==> src/rtl/rtc_stat_ctrl.sv <==
module rtc_stat_ctrl #(
  parameter int ADDR_W = 4,
  parameter logic [ADDR_W-1:0] STAT_ADDR = 0,
  parameter logic [ADDR_W-1:0] CTRL_ADDR = 1,
  parameter int TICKS_0 = 1,
  parameter int TICKS_1 = 4,
  parameter int TICKS_2 = 20,
  parameter int TICKS_3 = 60
) (
  input  logic              clk,
  input  logic              rst_n,
  input  logic              por,
  input  logic              tick_2hz,
  input  logic              loss_evt,
  input  logic              halt_evt,
  input  logic              upd_evt,
  input  logic [ADDR_W-1:0] bus_addr,
  input  logic [7:0]        bus_wdata,
  input  logic              bus_wr,
  output logic [7:0]        bus_rdata,
  output logic              comp_trig,
  output logic              irq_oe
);
  localparam int CNT_W = $clog2(TICKS_3 + 1);

  logic             loss_q, halt_q, upd_q;
  logic [7:1]       ctrl_q;
  logic [CNT_W-1:0] cnt_q, last;

  wire wr_stat = bus_wr && (bus_addr == STAT_ADDR);
  wire wr_ctrl = bus_wr && (bus_addr == CTRL_ADDR);
  wire upd_ie  = ctrl_q[5];

  always_ff @(posedge clk) begin
    if (por) begin
      loss_q <= 1'b1;
      halt_q <= 1'b1;
      upd_q  <= 1'b0;
      irq_oe <= 1'b0;
      ctrl_q <= 7'b0100000;
    end else begin
      loss_q <= loss_evt | (loss_q & ~(wr_stat & ~bus_wdata[0]));
      halt_q <= halt_evt | (halt_q & ~(wr_stat & ~bus_wdata[1]));
      upd_q  <= upd_evt  | (upd_q  & ~(wr_stat & ~bus_wdata[2]));
      if (upd_evt && upd_ie)
        irq_oe <= 1'b1;
      else if (wr_stat && !bus_wdata[2])
        irq_oe <= 1'b0;
      if (wr_ctrl)
        ctrl_q <= bus_wdata[7:1];
    end
  end

  always_comb begin
    case (ctrl_q[7:6])
      2'd0:    last = CNT_W'(TICKS_0 - 1);
      2'd1:    last = CNT_W'(TICKS_1 - 1);
      2'd2:    last = CNT_W'(TICKS_2 - 1);
      default: last = CNT_W'(TICKS_3 - 1);
    endcase
  end

  always_ff @(posedge clk) begin
    if (!rst_n || por) begin
      cnt_q     <= '0;
      comp_trig <= 1'b0;
    end else begin
      comp_trig <= 1'b0;
      if (wr_ctrl)
        cnt_q <= '0;
      else if (tick_2hz) begin
        if (cnt_q >= last) begin
          cnt_q     <= '0;
          comp_trig <= 1'b1;
        end else
          cnt_q <= cnt_q + 1'b1;
      end
    end
  end

  always_comb begin
    if (bus_addr == STAT_ADDR)
      bus_rdata = {5'b0, upd_q, halt_q, loss_q};
    else if (bus_addr == CTRL_ADDR)
      bus_rdata = {ctrl_q, 1'b0};
    else
      bus_rdata = 8'h00;
  end


  loss_sticky_chk: assert property (@(posedge clk) disable iff (!rst_n || por)
    (loss_q && !(wr_stat && !bus_wdata[0])) |=> loss_q);

  write_one_chk: assert property (@(posedge clk) disable iff (!rst_n || por)
    (wr_stat && bus_wdata[1] && halt_q) |=> halt_q);

  set_wins_chk: assert property (@(posedge clk) disable iff (!rst_n || por)
    loss_evt |=> loss_q);

  por_load_chk: assert property (@(posedge clk) disable iff (!rst_n)
    por |=> (loss_q && halt_q && !irq_oe && ctrl_q[7:6] == 2'b01));

  trig_from_tick_chk: assert property (@(posedge clk) disable iff (!rst_n || por)
    comp_trig |-> $past(tick_2hz));

  restart_chk: assert property (@(posedge clk) disable iff (!rst_n || por)
    wr_ctrl |=> !comp_trig);

  irq_cause_chk: assert property (@(posedge clk) disable iff (!rst_n || por)
    $rose(irq_oe) |-> $past(upd_evt && upd_ie));
endmodule

==> config.mk <==
export PLATFORM = sky130hd
export DESIGN_NAME = rtc_stat_ctrl
export DESIGN_NICKNAME = d
export VERILOG_FILES = /design/src/rtl/rtc_stat_ctrl.sv
export SDC_FILE = /design/constraint.sdc
export NUM_CORES = 1
export LEC_CHECK = 0
export ABC_AREA = 1
export BUFFER_PORTS_ARGS = -buffer_cell sky130_fd_sc_hd__buf_2
export CAP_MARGIN = 40
export CORE_MARGIN = 4
export CORE_UTILIZATION = 52
export DETAILED_ROUTE_END_ITERATION = 10
export GPL_ROUTABILITY_DRIVEN = 0
export PLACE_DENSITY = 0.86
export RECOVER_POWER = 100
export SYNTH_ARGS = -nofsm -noshare
export SYNTH_HDL_FRONTEND = slang
export SYNTH_SLANG_ARGS = --single-unit
==> constraint.sdc <==
create_clock -name clk -period 2.8 [get_ports clk]
set_clock_uncertainty 0.1 [all_clocks]
set_input_delay 0.42 -clock clk [delete_from_list [all_inputs] [get_ports clk]]
set_output_delay 0.42 -clock clk [all_outputs]
set_load 0.01 [all_outputs]
Yosys cells after proc, flatten, opt, wreduce, memory -nomap -nowiden
Index checks and enable logic that the tools add are counted.
- register bits: 18
- bits of input ports: 20
- output and inout bits: 10
- word-level logic and storage cells: 47
- $add $sub $neg: 1
- order comparisons: 1
- eq/ne operators: 3
- mux-type cells: 7
- bitwise gates (word level): 16
- reduce and logical (&&, ||, !) cells: 12
- operators with widths (operator ; number):
    6-bit one-hot mux with 3 select lines ; 1
    8-bit two-way mux ; 2
    1-bit NOT ; 7
    6-bit by 1-bit adder with 6-bit output (second input constant) ; 1
    1-bit AND ; 6
    6-bit >= comparator ; 1
    6-bit two-way mux ; 1
    4-bit by 1-bit equality test with 1-bit output (second input constant) ; 1
    1-bit logical AND ; 4
    4-bit logical NOT ; 1
    1-bit two-way mux ; 3
    1-bit OR ; 3
    3-bit OR reduction ; 1
    2-bit by 1-bit equality test with 1-bit output (second input constant) ; 1
    2-bit equality test (second input constant) ; 1
    1-bit logical NOT ; 2
    2-bit logical NOT ; 1
    2-bit nonzero test ; 1
    2-bit OR reduction ; 1
    1-bit logical OR ; 1

Depth between registers and ports, before layout
Gate-level depths: netlist of the first run.
- depth in word-level cells: 6
- depth in mapped cells: 12
- gate-level depth less buffers: 12

Worst setup path before layout of the first run
Ideal clock, no wire load.
- path type: input to output
- from: input port bus_addr[0]
- to: output port bus_rdata[1]
- data arrival time: 1.011 ns
- required time: 2.280 ns
- path slack: 1.269 ns
- stages on the path: 4
- buffers on the path: 0
- path through: inv_1 -> nor2_2 -> nand2_1 -> o21ai_0
- word-level cells in the longest chain between the ends: 3
- elaborated cells on any way between the ends: 4
- classes of those cells: 1 x eq/ne; 2 x mux; 1 x reduce/logical
- ends and longest elaborated chain (what ; line ; text):
    start: declaration ; 17 ; input logic [ADDR_W-1:0] bus_addr,
    4-bit by 1-bit equality test with 1-bit output ; 84 ; else if (bus_addr == CTRL_ADDR)
    8-bit two-way mux ; 84 ;
    8-bit two-way mux * ; 82 ; if (bus_addr == STAT_ADDR)
    end: declaration ; 20 ; output logic [7:0] bus_rdata,
Mark *: on every way between the ends. The rest lies on a longest branch, timed or not.

Worst setup path in the final report of the first run
- from: input port bus_addr[3]
- to: output port bus_rdata[1]
Same word-level chain as after synthesis.

==> flow_summary.toml, run 1 <==
[yosys]
netlist_area_um2 = 940
synth-xor-area-share_pct = 3.73
yosysWarnings = 0
ys_seq_area_share_pct = 38.3
yosys.area_share.simple_pct = 29.2
synthCells = 131
synthAdderAreaFrac_pct = 7.99
synth_top_family_by_area = "simple AND/OR/NAND/NOR gates"
muxShareOfSynthArea_pct = 0
synth_area_per_cell_um2 = 7.17
ys_seq_elements = 18
synth_cell_types = 21
syn-num-nets = 157
synth_compound_area_share_pct = 10.7

[clocking]
clockRootBuffer = "clkbuf_4"
holdBufCountCts = 0
cts_tree = "done"
clk_pin_slew_ns = 0.10
cts_made_buffers = 3
cts_sinks = 18
cts_buffer_depth = 2
cts_setup_buffers = 0
clock_latency_ns = 0.30
post_cts_resize_count = 0
htreeDepth = 1

[global_routing]
grt_first_pass_wirelength_mm = 3.51
grt_pass1_vias = 885
grt_antenna_before_repair = 0
grt_max_degree = 15
grtUsageTotal_pct = 18.1
grt_overflow = 0

[sta]
worstMarginPinSlew_ns = 0.461
tns_ns = 0
rsz0062_at_grt = "false"
fmax_ghz = 0.531
maxSlewHeadroom_pct = 69.2
hold_violations = 0
drv_slew = 0
fin_crit_sh_pct = 67.3
setup_viol = 0
fin_crit_ns = 1.88

[finish]
drive_gt1_share_pct = 17.9
fillers = 171
area_growth_pct = 18.1
utilization_pct = 64.3
diodes = 0
finalNetCount = 189

[run]
maxCapViolations = 0

[setup_path]
crit_fanout = 4
crit_path_start_kind = "input port"
arrival_ns = 1.36
cp-end-kind = "output pin"
worst-setup-path-type = "input port to output pin"
critPathRequiredTime_ns = 2.28

[pwr]
p_int_uw = 360
power_density_nw_per_um2 = 424
comb_power_share_pct = 9.8
seqPwrFrac_pct = 56.0
p_clk_share_pct = 34.2
sw_frac_of_total_pct = 23.5
p_leak_nw = 0.516
vdd.ir_drop.worst_uv = 302
netSwitchingPower_uw = 111

[placement]
dpl.hpwl_mm = 1.57
io_buffers = 29

[drt]
drtPass1Iterations = 4
num_vias = 905
drc_errors = 0
wl_per_cell_um = 10.1
drtIter0Drc = 20
vias_per_cell = 4.84
drtAntennaViolNets = 0
routed_wl_mm = 1.90

[die]
rows = 15
die_area_um2 = 2550
fp.dieW_um = 50.5
core_um2 = 1730
io_pins = 30
die_height_um = 50.5
initial_core_util_pct = 54.4

[run_status]
status = "complete, no violations"

[hold_path]
holdCritPathClass = "input port to flop"
[power by group through the flow]
| stage | clock [mW] | sequential, mW | combinational, mW |
|---|---|---|---|
| floorplan | 0 | 0.269 | 0.0278 |
| global placement | 0 | 0.269 | 0.0472 |
| detailed placement | 0 | 0.269 | 0.0494 |
| CTS | 0.163 | 0.264 | 0.0498 |
| global route | 0.176 | 0.264 | 0.0539 |
| finish | 0.161 | 0.264 | 0.0460 |
[synth_stat cells, drive strengths merged]
| library cell | instances | share of area, % |
|---|---|---|
| a21oi | 10 | 5.3 |
| buf | 2 | 1.3 |
| dfxtp | 18 | 38 |
| ha | 6 | 8.0 |
| inv | 22 | 8.8 |
| nand2 | 29 | 12 |
| nand3 | 5 | 3.2 |
| nand4 | 3 | 2.0 |
| nor2 | 20 | 9.6 |
| nor3 | 1 | 1.7 |
| nor3b | 1 | 0.80 |
| o21ai | 10 | 5.3 |
| xnor2 | 2 | 1.9 |
| xor2 | 2 | 1.9 |
[state kept, by name, summed over array words and instances, names as in the netlist]
register   flops
cnt_q          6
comp_trig      1
ctrl_q         7
halt_q         1
irq_oe         1
loss_q         1
upd_q          1
[worst max-delay path: stages]
cell,delay (ns)
buf_2,0.10
nor2_1,0.20
nand2_1,0.10
nor2_1,0.21
nand2_1,0.07
o21ai_0,0.09
clkbuf_1,0.18
[metal layers]
layer	track usage [%]	routed length, um	share of wire (%)	vias up
li1	-	-	-	477
met1	18.9	754	40	394
met2	33.5	982	52	30
met3	4.75	128	6.8	4
met4	8.07	31	1.6	0
met5	0	0	0	-
[logic make-up (layout without fill, tap and decap cells)]
kind of cell	count (synthesis)	in the layout
AOI/OAI and AO/OA	20	20
xor gates and xnor gates	4	4
adders and majority gates	6	6
buffers and inverters	24	55
DFF	18	18
and+or+nand+nor	59	59
[placed cells by master (no fill, tap or decap)]
cell	count
a21oi_1	10
buf_2	19
clkbuf_1	10
clkbuf_4	3
clkbuf_8	1
dfxtp_1	18
ha_1	6
inv_1	19
inv_2	3
nand2_1	29
nand3_1	5
nand4_1	3
nor2_1	18
nor2_2	2
nor3_4	1
nor3b_1	1
o21ai_0	10
xnor2_1	2
xor2_1	2
[stage by stage]
stage	hold WS [ns]	area [um^2]	power [mW]	setup WS, ns	instances
final	0.199	1110	0.471	0.916	187
after floorplan	0.315	940	0.297	1.27	131
after detailed placement	0.336	1100	0.319	1.03	183
after CTS	0.192	1140	0.477	1.02	187
after global routing	0.206	1110	0.494	0.714	187
after global placement	0.329	1100	0.317	1.10	183
[final timing paths]
check                         start                     to  slack (ns)  depth (start not counted)
max                     bus_addr[3]           bus_rdata[1]        0.92                          7
max reg2reg  ctrl_q[6]$_SDFFE_PP1P_  cnt_q[3]$_SDFFE_PP0P_        1.17                         12
min                        halt_evt      halt_q$_SDFF_PP1_        0.20                          3
min reg2reg       loss_q$_SDFF_PP1_      loss_q$_SDFF_PP1_        0.36                          2
[area by class of cell]
type	count	area, um^2	share of cell area, %
repair buffers	29	133	12.0
inverters	22	82.6	7.44
flip-flops and latches	18	360	32.5
well taps	25	31.3	2.82
clock buffers	4	36.3	3.27
multi-input cells	89	467	42.1
(Power assumes the default switching activity.)
==> run 2: changes to the inputs <==
--- a/config.mk
+++ b/config.mk
@@ -9,10 +9,10 @@
 export BUFFER_PORTS_ARGS = -buffer_cell sky130_fd_sc_hd__buf_2
 export CAP_MARGIN = 40
 export CORE_MARGIN = 4
-export CORE_UTILIZATION = 52
+export CORE_UTILIZATION = 44
 export DETAILED_ROUTE_END_ITERATION = 10
 export GPL_ROUTABILITY_DRIVEN = 0
-export PLACE_DENSITY = 0.86
+export PLACE_DENSITY = 0.78
 export RECOVER_POWER = 100
 export SYNTH_ARGS = -nofsm -noshare
 export SYNTH_HDL_FRONTEND = slang
==> constraint.sdc (replaced) <==
create_clock -name clk -period 1.6 [get_ports clk]
set_clock_uncertainty 0.1 [all_clocks]
set_input_delay 0.24 -clock clk [delete_from_list [all_inputs] [get_ports clk]]
set_output_delay 0.24 -clock clk [all_outputs]
set_load 0.01 [all_outputs]
==> flow_summary.toml, run 2 (synthesis gave the netlist of run 1 again) <==
[clocking]
cts_tree = "done"
htreeDepth = 1
clock_latency_ns = 0.29
clk_pin_slew_ns = 0.10
clockRootBuffer = "clkbuf_4"
cts_buffer_depth = 2
holdBufCountCts = 0
cts_made_buffers = 3
cts_sinks = 18

[pwr]
power_density_nw_per_um2 = 643
comb_power_share_pct = 12.3
vdd.ir_drop.worst_uv = 512
p_clk_share_pct = 28.9
p_int_uw = 582
seqPwrFrac_pct = 58.9
finalPower_uw = 779
p_leak_nw = 0.534
netSwitchingPower_uw = 197
sw_frac_of_total_pct = 25.3

[global_routing]
grtUsageTotal_pct = 16.1
grt_pass1_vias = 873
grt_first_pass_wirelength_mm = 3.39
grt_max_degree = 15
grt_antenna_before_repair = 0
grt_overflow = 0

[finish]
finalNetCount = 191
largestRegisters = "ctrl_q: 7 flops, cnt_q: 6 flops"
top_register = "ctrl_q"
area_growth_pct = 28.9
largest_register_ff_count = 7
layout_common_cells = "26 x nand2_1, 19 x buf_2, 17 x inv_1, 16 x dfxtp_1, 12 x nor2_1"
final_common_cell = "nand2_1"
drive_gt1_share_pct = 29.4
diodes = 0

[sta]
tns_ns = 0
drv_slew = 0
setup_viol = 0
fin_crit_ns = 1.54
rsz0062_at_grt = "true"
setup_slack_ns = 0.0634
worstMarginPinSlew_ns = 0.448
hold_violations = 0
fin_crit_sh_pct = 96.0
fmax_ghz = 0.651
maxSlewHeadroom_pct = 70.1

[placement]
io_buffers = 29
dpl.hpwl_mm = 1.59
dp_slack_ns = 0.0305

[drt]
wl_per_cell_um = 10.7
drc_errors = 0
drtAntennaViolNets = 0
vias_per_cell = 4.74
drtPass1Iterations = 4
drtIter0Drc = 10
routed_wl_mm = 2.04
num_vias = 901

[die]
fp.dieW_um = 54.2
io_pins = 30
core_um2 = 2000
die_area_um2 = 2940
die_height_um = 54.2
initial_core_util_pct = 46.9
rows = 16

[setup_path]
crit_path_start_kind = "flop"
crit_fanout = 6
worst-setup-path-type = "flop to flop"
critPathRequiredTime_ns = 1.70
cp-end-kind = "flop"
arrival_ns = 1.63

[run]
maxCapViolations = 0

[hold_path]
holdCritPathClass = "input port to flop"

[run_status]
status = "complete, no violations"
## run 2: metrics by stage
step	instances	util, %	cell area (um^2)	hold WS, ns
2_1_floorplan	131	-	940	0.209
3_3_place_gp	187	56.0	1120	0.327
3_5_place_dp	187	56.0	1120	0.330
4_1_cts	190	57.1	1140	0.0194
5_1_grt	190	60.5	1210	0.0178
6_report	190	60.5	1210	0.0219
## run 2: power by group through the flow
stage               logic [mW]  registers, mW  clock network (mW)
finish                  0.0957          0.459               0.225
floorplan               0.0487          0.471                   0
detailed placement      0.0900          0.470                   0
CTS                     0.0903          0.460               0.233
global placement        0.0866          0.470                   0
global route             0.109          0.459               0.247
## run 2: worst paths after layout
check | from | end | depth (start not counted) | slack [ns]
setup / recovery | ctrl_q[6]$_SDFFE_PP1P_ | cnt_q[3]$_SDFFE_PP0P_ | 9 | 0.06
setup reg to reg | ctrl_q[6]$_SDFFE_PP1P_ | cnt_q[3]$_SDFFE_PP0P_ | 9 | 0.06
hold / removal | loss_evt | loss_q$_SDFF_PP1_ | 3 | 0.02
hold reg to reg | ctrl_q[1]$_SDFFE_PP0P_ | ctrl_q[1]$_SDFFE_PP0P_ | 2 | 0.36
## run 2: layout make-up
cell class	instances	area [um^2]
multi-input cells	89	556
well taps	27	33.8
inverters	22	82.6
repair buffers	31	149
clock buffers	3	22.5
flip-flops and latches	18	368
fillers	202	791
## run 2: critical path, stage by stage (launching register included)
cell and delay, ns:
dfxtp_4 0.39, nand2_2 0.09, ha_4 0.28, nand2_1 0.06, nor2_1 0.12, nand2_1 0.06
nand2_1 0.06, nand2_2 0.07, nand2_4 0.14, nor2_2 0.05
## run 2: routing by layer
metal  up-vias  global-route usage [%]  wire length [um]
met4         0                    4.98                24
met1       394                    18.6               881
met2        25                    27.3               993
li1        477                       -                 -
met5         -                       0                 0
met3         5                    5.99               136
## run 2: repair_timing
item	CTS	global route
endpoints found under the setup margin	0	7
buffers inserted	0	0
resized for setup	0	22
==> run 3: changes to the inputs <==
--- a/config.mk
+++ b/config.mk
@@ -9,10 +9,10 @@
 export BUFFER_PORTS_ARGS = -buffer_cell sky130_fd_sc_hd__buf_2
 export CAP_MARGIN = 40
 export CORE_MARGIN = 4
-export CORE_UTILIZATION = 44
+export CORE_UTILIZATION = 52
 export DETAILED_ROUTE_END_ITERATION = 10
 export GPL_ROUTABILITY_DRIVEN = 0
-export PLACE_DENSITY = 0.78
+export PLACE_DENSITY = 0.86
 export RECOVER_POWER = 100
 export SYNTH_ARGS = -nofsm -noshare
 export SYNTH_HDL_FRONTEND = slang
==> constraint.sdc (replaced) <==
create_clock -name clk -period 1.77 [get_ports clk]
set_clock_uncertainty 0.1 [all_clocks]
set_input_delay 0.2655 -clock clk [delete_from_list [all_inputs] [get_ports clk]]
set_output_delay 0.2655 -clock clk [all_outputs]
set_load 0.01 [all_outputs]
==> flow_summary.toml, run 3 (synthesis gave the netlist of run 1 again) <==
[sta]
drv_slew = 0
maxSlewHeadroom_pct = 69.0
hold_violations = 0
fmax_ghz = 0.643
whs_ns = 0.0532
tns_ns = 0
worstMarginPinSlew_ns = 0.464
fin_crit_ns = 1.56
setup_slack_ns = 0.215
setup_viol = 0
fin_crit_sh_pct = 87.9

[clocking]
clk_pin_slew_ns = 0.10
cts_buffer_depth = 2
cts_sinks = 18
clockRootBuffer = "clkbuf_4"
cts_tree = "done"
cts_made_buffers = 3
htreeDepth = 1
clock_latency_ns = 0.29

[finish]
area_growth_pct = 19.2
drive_gt1_share_pct = 19.1
top_register = "ctrl_q"
largestRegisters = "ctrl_q: 7 flops, cnt_q: 6 flops"
fillers = 171
layout_common_cells = "28 x nand2_1, 19 x inv_1, 18 x buf_2, 17 x nor2_1, 17 x dfxtp_1"
largest_register_ff_count = 7
finalNetCount = 189
utilization_pct = 64.9
final_cells = 187
design_area_um2 = 1120
final_common_cell = "nand2_1"
diodes = 0

[pwr]
netSwitchingPower_uw = 172
sw_frac_of_total_pct = 23.2
p_int_uw = 570
seqPwrFrac_pct = 56.2
p_clk_share_pct = 33.8
finalPower_uw = 742
p_leak_nw = 0.513
vdd.ir_drop.worst_uv = 444
power_density_nw_per_um2 = 663
comb_power_share_pct = 10.0

[drt]
drtAntennaViolNets = 0
wl_per_cell_um = 10.2
routed_wl_mm = 1.90
drc_errors = 0
vias_per_cell = 4.87
drtPass1Iterations = 4
num_vias = 910
drtIter0Drc = 8

[global_routing]
grt_pass1_vias = 838
grt_max_degree = 15
grtUsageTotal_pct = 16.6
grt_antenna_before_repair = 0
grt_first_pass_wirelength_mm = 3.26
grt_overflow = 0

[setup_path]
worst-setup-path-type = "flop to flop"
arrival_ns = 1.69
critPathRequiredTime_ns = 1.90
cp-end-kind = "flop"
cpPeakStageDelay_ns = 0.36
path_delay_family = "simple AND/OR/NAND/NOR gates"
cp_slowest_cell = "dfxtp_2"
crit_fanout = 6
path_common_cell = "nand2_1"
crit_buf_inv = 2
crit_path_start_kind = "flop"
path_cells = "nor2_2 > inv_1 > ha_1 > inv_1 > nand2_1 > nand2_1 > nand2_1 > nand2_1 > nand2_1 > nand2_1 > nand2_2 > nor2_1"

[placement]
io_buffers = 29
place_inst = 183
dp_slack_ns = 0.207
dpl.hpwl_mm = 1.53
place_area_um2 = 1100

[die]
fp.dieW_um = 50.5
core_um2 = 1730
die_height_um = 50.5
die_area_um2 = 2550
io_pins = 30
initial_core_util_pct = 54.4
rows = 15

[hold_path]
holdCritPathClass = "input port to flop"

[run_status]
status = "complete, no violations"

[run]
maxCapViolations = 0
## run 3: worst paths after layout
check | from | to | slack, ns | cells past startpoint
hold reg to reg | ctrl_q[3]$_SDFFE_PP0P_ | ctrl_q[3]$_SDFFE_PP0P_ | 0.36 | 2
setup reg to reg | ctrl_q[6]$_SDFFE_PP1P_ | cnt_q[4]$_SDFFE_PP0P_ | 0.21 | 12
hold / removal | loss_evt | loss_q$_SDFF_PP1_ | 0.05 | 3
setup / recovery | ctrl_q[6]$_SDFFE_PP1P_ | cnt_q[4]$_SDFFE_PP0P_ | 0.21 | 12
## run 3: timing repair
item | in CTS | in global routing
hold buffers | 0 | 0
gates resized for setup | 0 | 2
setup buffers | 0 | 0
endpoints found under the setup margin | 0 | 5
## run 3: final cells by class
type | count | area (um^2) | area share, %
multi-input cells | 89 | 477 | 42.6
flip-flops and latches | 18 | 362 | 32.3
repair buffers | 29 | 131 | 11.7
inverters | 22 | 82.6 | 7.37
clock buffers | 4 | 36.3 | 3.24
well taps | 25 | 31.3 | 2.79
## run 3: power by group through the flow
stage	sequential (mW)	combinational, mW	clock, mW
CTS	0.417	0.0782	0.257
floorplan	0.425	0.0441	0
detailed placement	0.426	0.0775	0
global placement	0.426	0.0749	0
global route	0.419	0.0862	0.278
finish	0.417	0.0740	0.251
## run 3: worst reg2reg max path: cells and delay by family (launching register included)
family	cells	cell delay, ns
buf+inv	2	0.11
fa+ha+maj	1	0.27
flops	1	0.36
simple gates	9	0.66
## run 3: metal layers
metal | up-vias | GRT usage [%] | part of all wire (%)
li1 | 475 | - | -
met5 | - | 0 | 0
met4 | 0 | 7.62 | 2.1
met3 | 7 | 4.75 | 5.9
met1 | 403 | 17.6 | 42
met2 | 25 | 29.8 | 50
